### config.mk
export PLATFORM = sky130hd
export DESIGN_NAME = dbw_match
export DESIGN_NICKNAME = d
export VERILOG_FILES = /design/src/rtl/dbw_pkg.sv /design/src/rtl/dbw_mask_norm.sv /design/src/rtl/dbw_unit.sv /design/src/rtl/dbw_match.sv
export SDC_FILE = /design/constraint.sdc
export NUM_CORES = 1
export LEC_CHECK = 0
export ABC_AREA = 1
export BUFFER_PORTS_ARGS = -buffer_cell sky130_fd_sc_hd__buf_2
export CAP_MARGIN = 25
export CORE_ASPECT_RATIO = 0.5
export CORE_MARGIN = 5
export CORE_UTILIZATION = 40
export DETAILED_ROUTE_END_ITERATION = 8
export SYNTH_ARGS = -nofsm -noshare
export SYNTH_HDL_FRONTEND = slang
export SYNTH_HIERARCHICAL = 1
export SYNTH_SLANG_ARGS = --single-unit
### constraint.sdc
create_clock -name clk_i -period 1.27 [get_ports clk_i]
set_clock_uncertainty 0.05 [all_clocks]
set_input_delay 0.127 -clock clk_i [delete_from_list [all_inputs] [get_ports clk_i]]
set_output_delay 0.127 -clock clk_i [all_outputs]
set_load 0.01 [all_outputs]
### src/rtl/dbw_pkg.sv
package dbw_pkg;
  localparam int unsigned CTL_ST_BIT = 31;
  localparam int unsigned CTL_LD_BIT = 30;

  typedef enum logic {
    REG_BASE = 1'b0,
    REG_CTL  = 1'b1
  } reg_sel_e;
endpackage

### src/rtl/dbw_mask_norm.sv
// Keeps only the leading run of ones of the mask field.
module dbw_mask_norm #(
  parameter int unsigned MASK_W = 6
) (
  input  logic [MASK_W-1:0] field_i,
  output logic [MASK_W-1:0] norm_o
);
  for (genvar i = 0; i < MASK_W; i++) begin : g_bit
    assign norm_o[i] = &field_i[MASK_W-1:i];
  end
endmodule

### src/rtl/dbw_unit.sv
module dbw_unit
  import dbw_pkg::*;
#(
  parameter int unsigned ADDR_W = 32,
  parameter int unsigned MASK_W = 6
) (
  input  logic              clk_i,
  input  logic              rst_ni,
  input  logic              wr_base_i,
  input  logic              wr_ctl_i,
  input  logic [ADDR_W-1:0] wr_data_i,
  input  logic              acc_valid_i,
  input  logic [ADDR_W-1:0] acc_addr_i,
  input  logic              acc_write_i,
  output logic              hit_o
);
  logic [ADDR_W-1:0] base_q;
  logic [MASK_W-1:0] mask_q, mask_d;
  logic              st_en_q, ld_en_q;
  logic              hi_eq, lo_eq, type_ok;
  logic [MASK_W-1:0] lo_diff;

  dbw_mask_norm #(.MASK_W(MASK_W)) u_norm (
    .field_i (wr_data_i[MASK_W-1:0]),
    .norm_o  (mask_d)
  );

  always_ff @(posedge clk_i or negedge rst_ni) begin
    if (!rst_ni) begin
      base_q  <= '0;
      mask_q  <= '0;
      st_en_q <= 1'b0;
      ld_en_q <= 1'b0;
    end else begin
      if (wr_base_i) base_q <= wr_data_i;
      if (wr_ctl_i) begin
        mask_q  <= mask_d;
        st_en_q <= wr_data_i[CTL_ST_BIT];
        ld_en_q <= wr_data_i[CTL_LD_BIT];
      end
    end
  end

  assign hi_eq   = (acc_addr_i[ADDR_W-1:MASK_W] == base_q[ADDR_W-1:MASK_W]);
  assign lo_diff = (acc_addr_i[MASK_W-1:0] ^ base_q[MASK_W-1:0]) & mask_q;
  assign lo_eq   = (lo_diff == '0);
  assign type_ok = acc_write_i ? st_en_q : ld_en_q;
  assign hit_o   = acc_valid_i & type_ok & hi_eq & lo_eq;


  a_r3_idle_unit_silent: assert property (@(posedge clk_i) disable iff (!rst_ni)
    (!st_en_q && !ld_en_q) |-> !hit_o);

  a_r2_store_gate: assert property (@(posedge clk_i) disable iff (!rst_ni)
    (hit_o && acc_write_i) |-> st_en_q);
  a_r2_load_gate: assert property (@(posedge clk_i) disable iff (!rst_ni)
    (hit_o && !acc_write_i) |-> ld_en_q);
  // stored mask has no holes
  a_r5_mask_contig: assert property (@(posedge clk_i) disable iff (!rst_ni)
    (((~mask_q) + MASK_W'(1)) & (~mask_q)) == '0);

  a_r7_ctl_lands: assert property (@(posedge clk_i) disable iff (!rst_ni)
    wr_ctl_i |=> (st_en_q == $past(wr_data_i[CTL_ST_BIT])) &&
                 (ld_en_q == $past(wr_data_i[CTL_LD_BIT])));
  a_r7_base_holds: assert property (@(posedge clk_i) disable iff (!rst_ni)
    !wr_base_i |=> $stable(base_q));
endmodule

### src/rtl/dbw_match.sv
module dbw_match
  import dbw_pkg::*;
#(
  parameter int unsigned N_UNITS = 2,
  parameter int unsigned ADDR_W  = 32,
  parameter int unsigned MASK_W  = 6,
  localparam int unsigned SEL_W  = (N_UNITS > 1) ? $clog2(N_UNITS) : 1
) (
  input  logic               clk_i,
  input  logic               rst_ni,
  input  logic               wr_en_i,
  input  logic [SEL_W-1:0]   wr_sel_i,
  input  logic               wr_ctl_i,
  input  logic [ADDR_W-1:0]  wr_data_i,
  input  logic               acc_valid_i,
  input  logic [ADDR_W-1:0]  acc_addr_i,
  input  logic               acc_write_i,
  output logic [N_UNITS-1:0] hit_o
);
  reg_sel_e reg_sel;
  assign reg_sel = reg_sel_e'(wr_ctl_i);

  for (genvar g = 0; g < N_UNITS; g++) begin : g_unit
    logic sel_hit;
    assign sel_hit = wr_en_i && (wr_sel_i == SEL_W'(g));

    dbw_unit #(.ADDR_W(ADDR_W), .MASK_W(MASK_W)) u_unit (
      .clk_i       (clk_i),
      .rst_ni      (rst_ni),
      .wr_base_i   (sel_hit && (reg_sel == REG_BASE)),
      .wr_ctl_i    (sel_hit && (reg_sel == REG_CTL)),
      .wr_data_i   (wr_data_i),
      .acc_valid_i (acc_valid_i),
      .acc_addr_i  (acc_addr_i),
      .acc_write_i (acc_write_i),
      .hit_o       (hit_o[g])
    );
  end


  a_r6_no_access_no_hit: assert property (@(posedge clk_i) disable iff (!rst_ni)
    !acc_valid_i |-> (hit_o == '0));

  a_r1_reset_quiet: assert property (@(posedge clk_i) disable iff (!rst_ni)
    $rose(rst_ni) |-> (hit_o == '0));
endmodule

# After elaboration in Yosys (flattened, before gate mapping)

Cells that the tools add are included.

ROM bits: 0
Memories: 0
Input port bits: 71
Logic and storage cells: 37
Memory bits (writable): 0
Latch bits: 0
Register bits after elaboration: 80

Muxes and demuxes: 2
Equality and inequality tests: 2
Shifts and indexed selects: 0
Reductions and logical operators: 13
Order comparisons: 0
Bitwise logic cells: 12
Divide/modulo/power cells: 0
$mul: 0
Add/sub/neg operators: 0

Operator list:

| kind                | number |
|---|---|
| == test 26 bit      | 2 |
| bitwise AND 6 bit   | 2 |
| zero test 6 bit     | 2 |
| XOR 6 bit           | 2 |
| bitwise AND 1 bit   | 6 |
| logical AND 1 bit   | 6 |
| AND reduction 6 bit | 1 |
| AND reduction 5 bit | 1 |
| AND reduction 4 bit | 1 |
| AND reduction 3 bit | 1 |
| two-way mux 1 bit   | 2 |
| inverter 1 bit      | 2 |
| AND reduction 2 bit | 1 |

# Longest topological paths before layout

Word-level depth: 4
Depth in mapped cells: 9
Gate-level depth less buffers: 9

# By module

Netlist, hierarchy kept.

Modules (own cells, without submodules):

| module        | cells each | instances | seq. area each (µm²) | area an instance (µm²) |
|---|---|---|---|---|
| dbw_unit      | 290        | 2         | 1001.0               | 2093.3 |
| dbw_mask_norm | 13         | 2         | 0.0                  | 55.1 |
| dbw_match     | 8          | 1         | 0.0                  | 30.0 |

# Worst setup path after synthesis

Ideal clock, no wire load.

Path kind: register to output
From: register g_unit[0].u_unit.base_q[15]
To: output port hit_o[0]
Arrival time: 0.931 ns
Cell stages (with the launch flop): 8
Slack: 0.162 ns
Data required time: 1.093 ns
Path through: dfrtp_1 > nand2_1 > o21ai_0 > nor2_1 > nand2_1 > nor2_1 > nand2_1 > nor2_1

Longest elaborated chain between the ends: 3

Ends and longest elaborated chain:

| item                            | line            | RTL |
|---|---|---|
| start, declared                 | dbw_unit.sv:17  | `logic [ADDR_W-1:0] base_q;` |
| start signal, assigned          | dbw_unit.sv:35  | `if (wr_base_i) base_q <= wr_data_i;` |
| == test 26 bit                  | dbw_unit.sv:44  | `assign hi_eq = (acc_addr_i[ADDR_W-1:MASK_W] == base_q[ADDR_W-1:MASK_W]);` |
| bitwise AND 1 bit (2 in series) | dbw_unit.sv:48  | `assign hit_o = acc_valid_i & type_ok & hi_eq & lo_eq;` |
| end, declared                   | dbw_match.sv:18 | `output logic [N_UNITS-1:0] hit_o` |

No other way between the ends.

# Final worst setup path

From: register g_unit[1].u_unit.base_q[17]
To: output port hit_o[1]

Longest elaborated chain between the ends: 3

Ends and longest elaborated chain:

| item                            | line |
|---|---|
| start, declared                 | dbw_unit.sv:17 |
| start signal, assigned          | dbw_unit.sv:35 |
| == test 26 bit                  | dbw_unit.sv:44 |
| bitwise AND 1 bit (2 in series) | dbw_unit.sv:48 |

No other way between the ends.

==> flow_summary_export.csv <==
group,metric,value,unit
global_route,grt_first_pass_wirelength,17.69,mm
floorplanning,fp-row-count,26,
place,pre_cts_slack,-0.1496,ns
finish,nNetsFinal,796,
global_route,gr-total-overflow,0,
run_status,status,"finished, violations left",
clock_tree,htree_levels,3,
detailed_routing,dr_total_vias,3956,
global_route,antenna_found_initial,0,
synth,synth_xor_area_frac,0,
sta,hold_viol,0,
finish,syn_to_final_growth,29.03,%
synth,syn_nets,685,
finish,fillers,1018,
floorplanning,dieArea,13120,µm²
worst_setup_path,cp_cell_sequence,"nand2_1 > nand2_1 > nor2_1 > nand2_1 > nor2_2 > nand3_2 > nor2_2 > buf_2",
finish,final_cell_mix,"nand2_1, inv_1, dfrtp_1",
detailed_routing,via_per_inst,4.547,
detailed_routing,drt_iter0_drc,182,
clock_tree,cts_made_buffers,9,
sta,fmax,0.5826,GHz
global_route,grt_pass1_vias,3770,
global_route,use_met1,0.2317,
synth,syn_area,4327,µm²
detailed_routing,drtPass1Iterations,4,
finish,final_common_cell,"nand2_1",
synth,seq_area_frac_synth,0.4627,
synth,synth-adder-area-share,0,
sta,period_minus_slack,1.717,ns
worst_hold_path,hp-class,"in -> reg",
global_route,grt_max_degree,28,
job,cap_viol_max_count,0,
clock_tree,clock_latency,0.33,ns
worst_setup_path,cp_slowest_cell,"dfrtp_1",
worst_setup_path,endpoint_kind,"primary output",
place,dp_hpwl,8.040,mm
worst_setup_path,start_kind,"flip-flop",
global_route,grt.busiest_layer,"met2",
synth,synth_warnings,6,
finish,drive_gt1_frac,0.1986,
clock_tree,cts_tree,"built",
power_and_ir_drop,leakagePower,3.011,nW
sta,setup_viol,2,
clock_tree,clkSinkCount,80,
worst_setup_path,path_buf_inv,1,
synth,syn_inst,614,
synth,postSynthAreaPerCell,7.047,µm²
place,portBuffers,72,
sta,relSlewSlack,0.7538,
floorplanning,initial_core_util,0.4169,
worst_setup_path,path_max_fanout,3,
worst_hold_path,min_from,"wr_data_i[2]",
sta,finalWorstSetupSlack,-0.4466,ns
run_status,violations,"negative setup slack",
detailed_routing,wl_per_cell,12.27,µm
synth,synth_top_family_by_area,"simple AND/OR/NAND/NOR gates",
worst_setup_path,cpPeakStageDelay,0.39,ns
detailed_routing,drc,0,
floorplanning,ios,73,
sta,worst_pin_slew,0.3694,ns
worst_setup_path,crit_family,"simple AND/OR/NAND/NOR gates",
power_and_ir_drop,vdd_drop_max,0.0008021,V
synth,synth_compound_gate_area_share,0.09023,
sta,setup_tns,-0.8813,ns
floorplanning,core,10380,µm²
floorplanning,die_w,157.1,µm
floorplanning,die_h,83.54,µm
clock_tree,path_clk_slew,0.06,ns
sta,period_share,1.352,
global_route,met2_usage,0.2702,
worst_setup_path,path_common_cell,"nand2_1",
clock_tree,root_buffer,"clkbuf_16",
clock_tree,clockBufferDepth,2,
synth,yosys.area_share.simple,0.2649,
finish,seqCellArea,2002,µm²
worst_setup_path,crit_type,"reg -> out",
worst_setup_path,cp-startpoint,"g_unit[1].u_unit/base_q[17]",
power_and_ir_drop,power_density,1293,nW/µm²
synth,synth.ff_latch_count,80,
detailed_routing,wirelength,10.68,mm
global_route,met3_usage,0.04143,
finish,multi_input_area,1847,µm²
synth,ys_types,11,
detailed_routing,antenna_left,0,
sta,grt_setup_unrepaired,"yes",
worst_setup_path,worstPathArrival,1.54,ns
finish,n_antenna_cell,0,
global_route,grt.total_usage,0.1689,
sta,slew_violations,0,
place,place_congestion,0.8399,
worst_setup_path,r2r_start,"g_unit[1].u_unit/base_q[17]",
worst_setup_path,critPathRequiredTime,1.09,ns
synth,synthMuxAreaShare,0.06246,
cells in the mapped netlist (all sizes together):
master,count,area (µm²)
o21ai,78,390.4
nand3,6,30.03
mux2,24,270.3
nand2,232,875.8
inv,114,427.9
nor2,64,240.2
buf,16,90.09
dfrtp,80,2002
logic make-up after synthesis:
| logic type | after synthesis |
|---|---|
| buf+inv | 130 |
| simple gates | 302 |
| flops | 80 |
| mux | 24 |
| compound gates | 78 |
area by class of cell:
cell class                      count  share of cell area
Clock buffer                       13             0.04662
Clock inverter                      3            0.007172
Inverter                          114             0.07665
Multi-Input combinational cell    404              0.3308
Sequential cell                    80              0.3586
Tap cell                          140             0.03138
Timing Repair Buffer              116              0.1488
routing by layer:
layer  routed length [µm]  vias up
met1                 5266     1812
met5                    0        -
met3                  490        8
li1                     -     2063
met2                 4822       73
met4                   97        0
metrics by stage:
| step | total power [W] | utilization | hold WS, ns | std cells | cell area, µm² |
|---|---|---|---|---|---|
| after floorplan | 0.004013 | - | -0.2186 | 614 | 4327 |
| after global placement | 0.004531 | 0.4818 | 0.02461 | 828 | 5000 |
| after detailed placement | 0.004574 | 0.4818 | 0.02380 | 828 | 5000 |
| after CTS | 0.007306 | 0.5361 | 0.01565 | 869 | 5563 |
| after global routing | 0.007688 | 0.5380 | 0.03954 | 870 | 5583 |
| final | 0.007221 | 0.5380 | 0.02425 | 870 | 5583 |
timing repair:
| item | 4_1_cts | 5_1_grt |
|---|---|---|
| hold buffers | 25 | 0 |
| pin swaps | 2 | 2 |
| hold endpoints to repair | 114 | 0 |
| buffers inserted | 0 | 1 |
| setup endpoints to repair | 2 | 2 |
| gates resized for setup | 6 | 7 |
registers in the layout (all words and copies together), names as in the netlist:
name	cells
g_unit.u_unit/ld_en_q	2
g_unit.u_unit/mask_q	12
g_unit.u_unit/base_q	64
g_unit.u_unit/st_en_q	2
report_power, final:
| part | switching (W) | leakage (nW) | internal (W) |
|---|---|---|---|
| sequential | 0.000201 | 0.988 | 0.00296 |
| combinational | 0.000824 | 1.87 | 0.000632 |
| clock | 0.000979 | 0.150 | 0.00162 |
worst paths after layout:
kind | end | slack [ns] | depth (start not counted)
min in group asynchronous | g_unit[1].u_unit/base_q[24] | 0.21 | 2
worst min-delay path | g_unit[0].u_unit/base_q[2] | 0.02 | 3
worst max register to register | g_unit[1].u_unit/base_q[17] | 0.34 | 2
worst max-delay path | hit_o[1] | -0.45 | 8
max in group asynchronous | g_unit[0].u_unit/base_q[17] | 0.47 | 3
worst min register to register | g_unit[1].u_unit/mask_q[3] | 0.46 | 1
worst min-delay path, stage by stage:
cell,delay [ns]
buf_2,0.12
nand2_1,0.05
o21ai_0,0.06
Note: power is estimated with default switching activity, not from simulation.
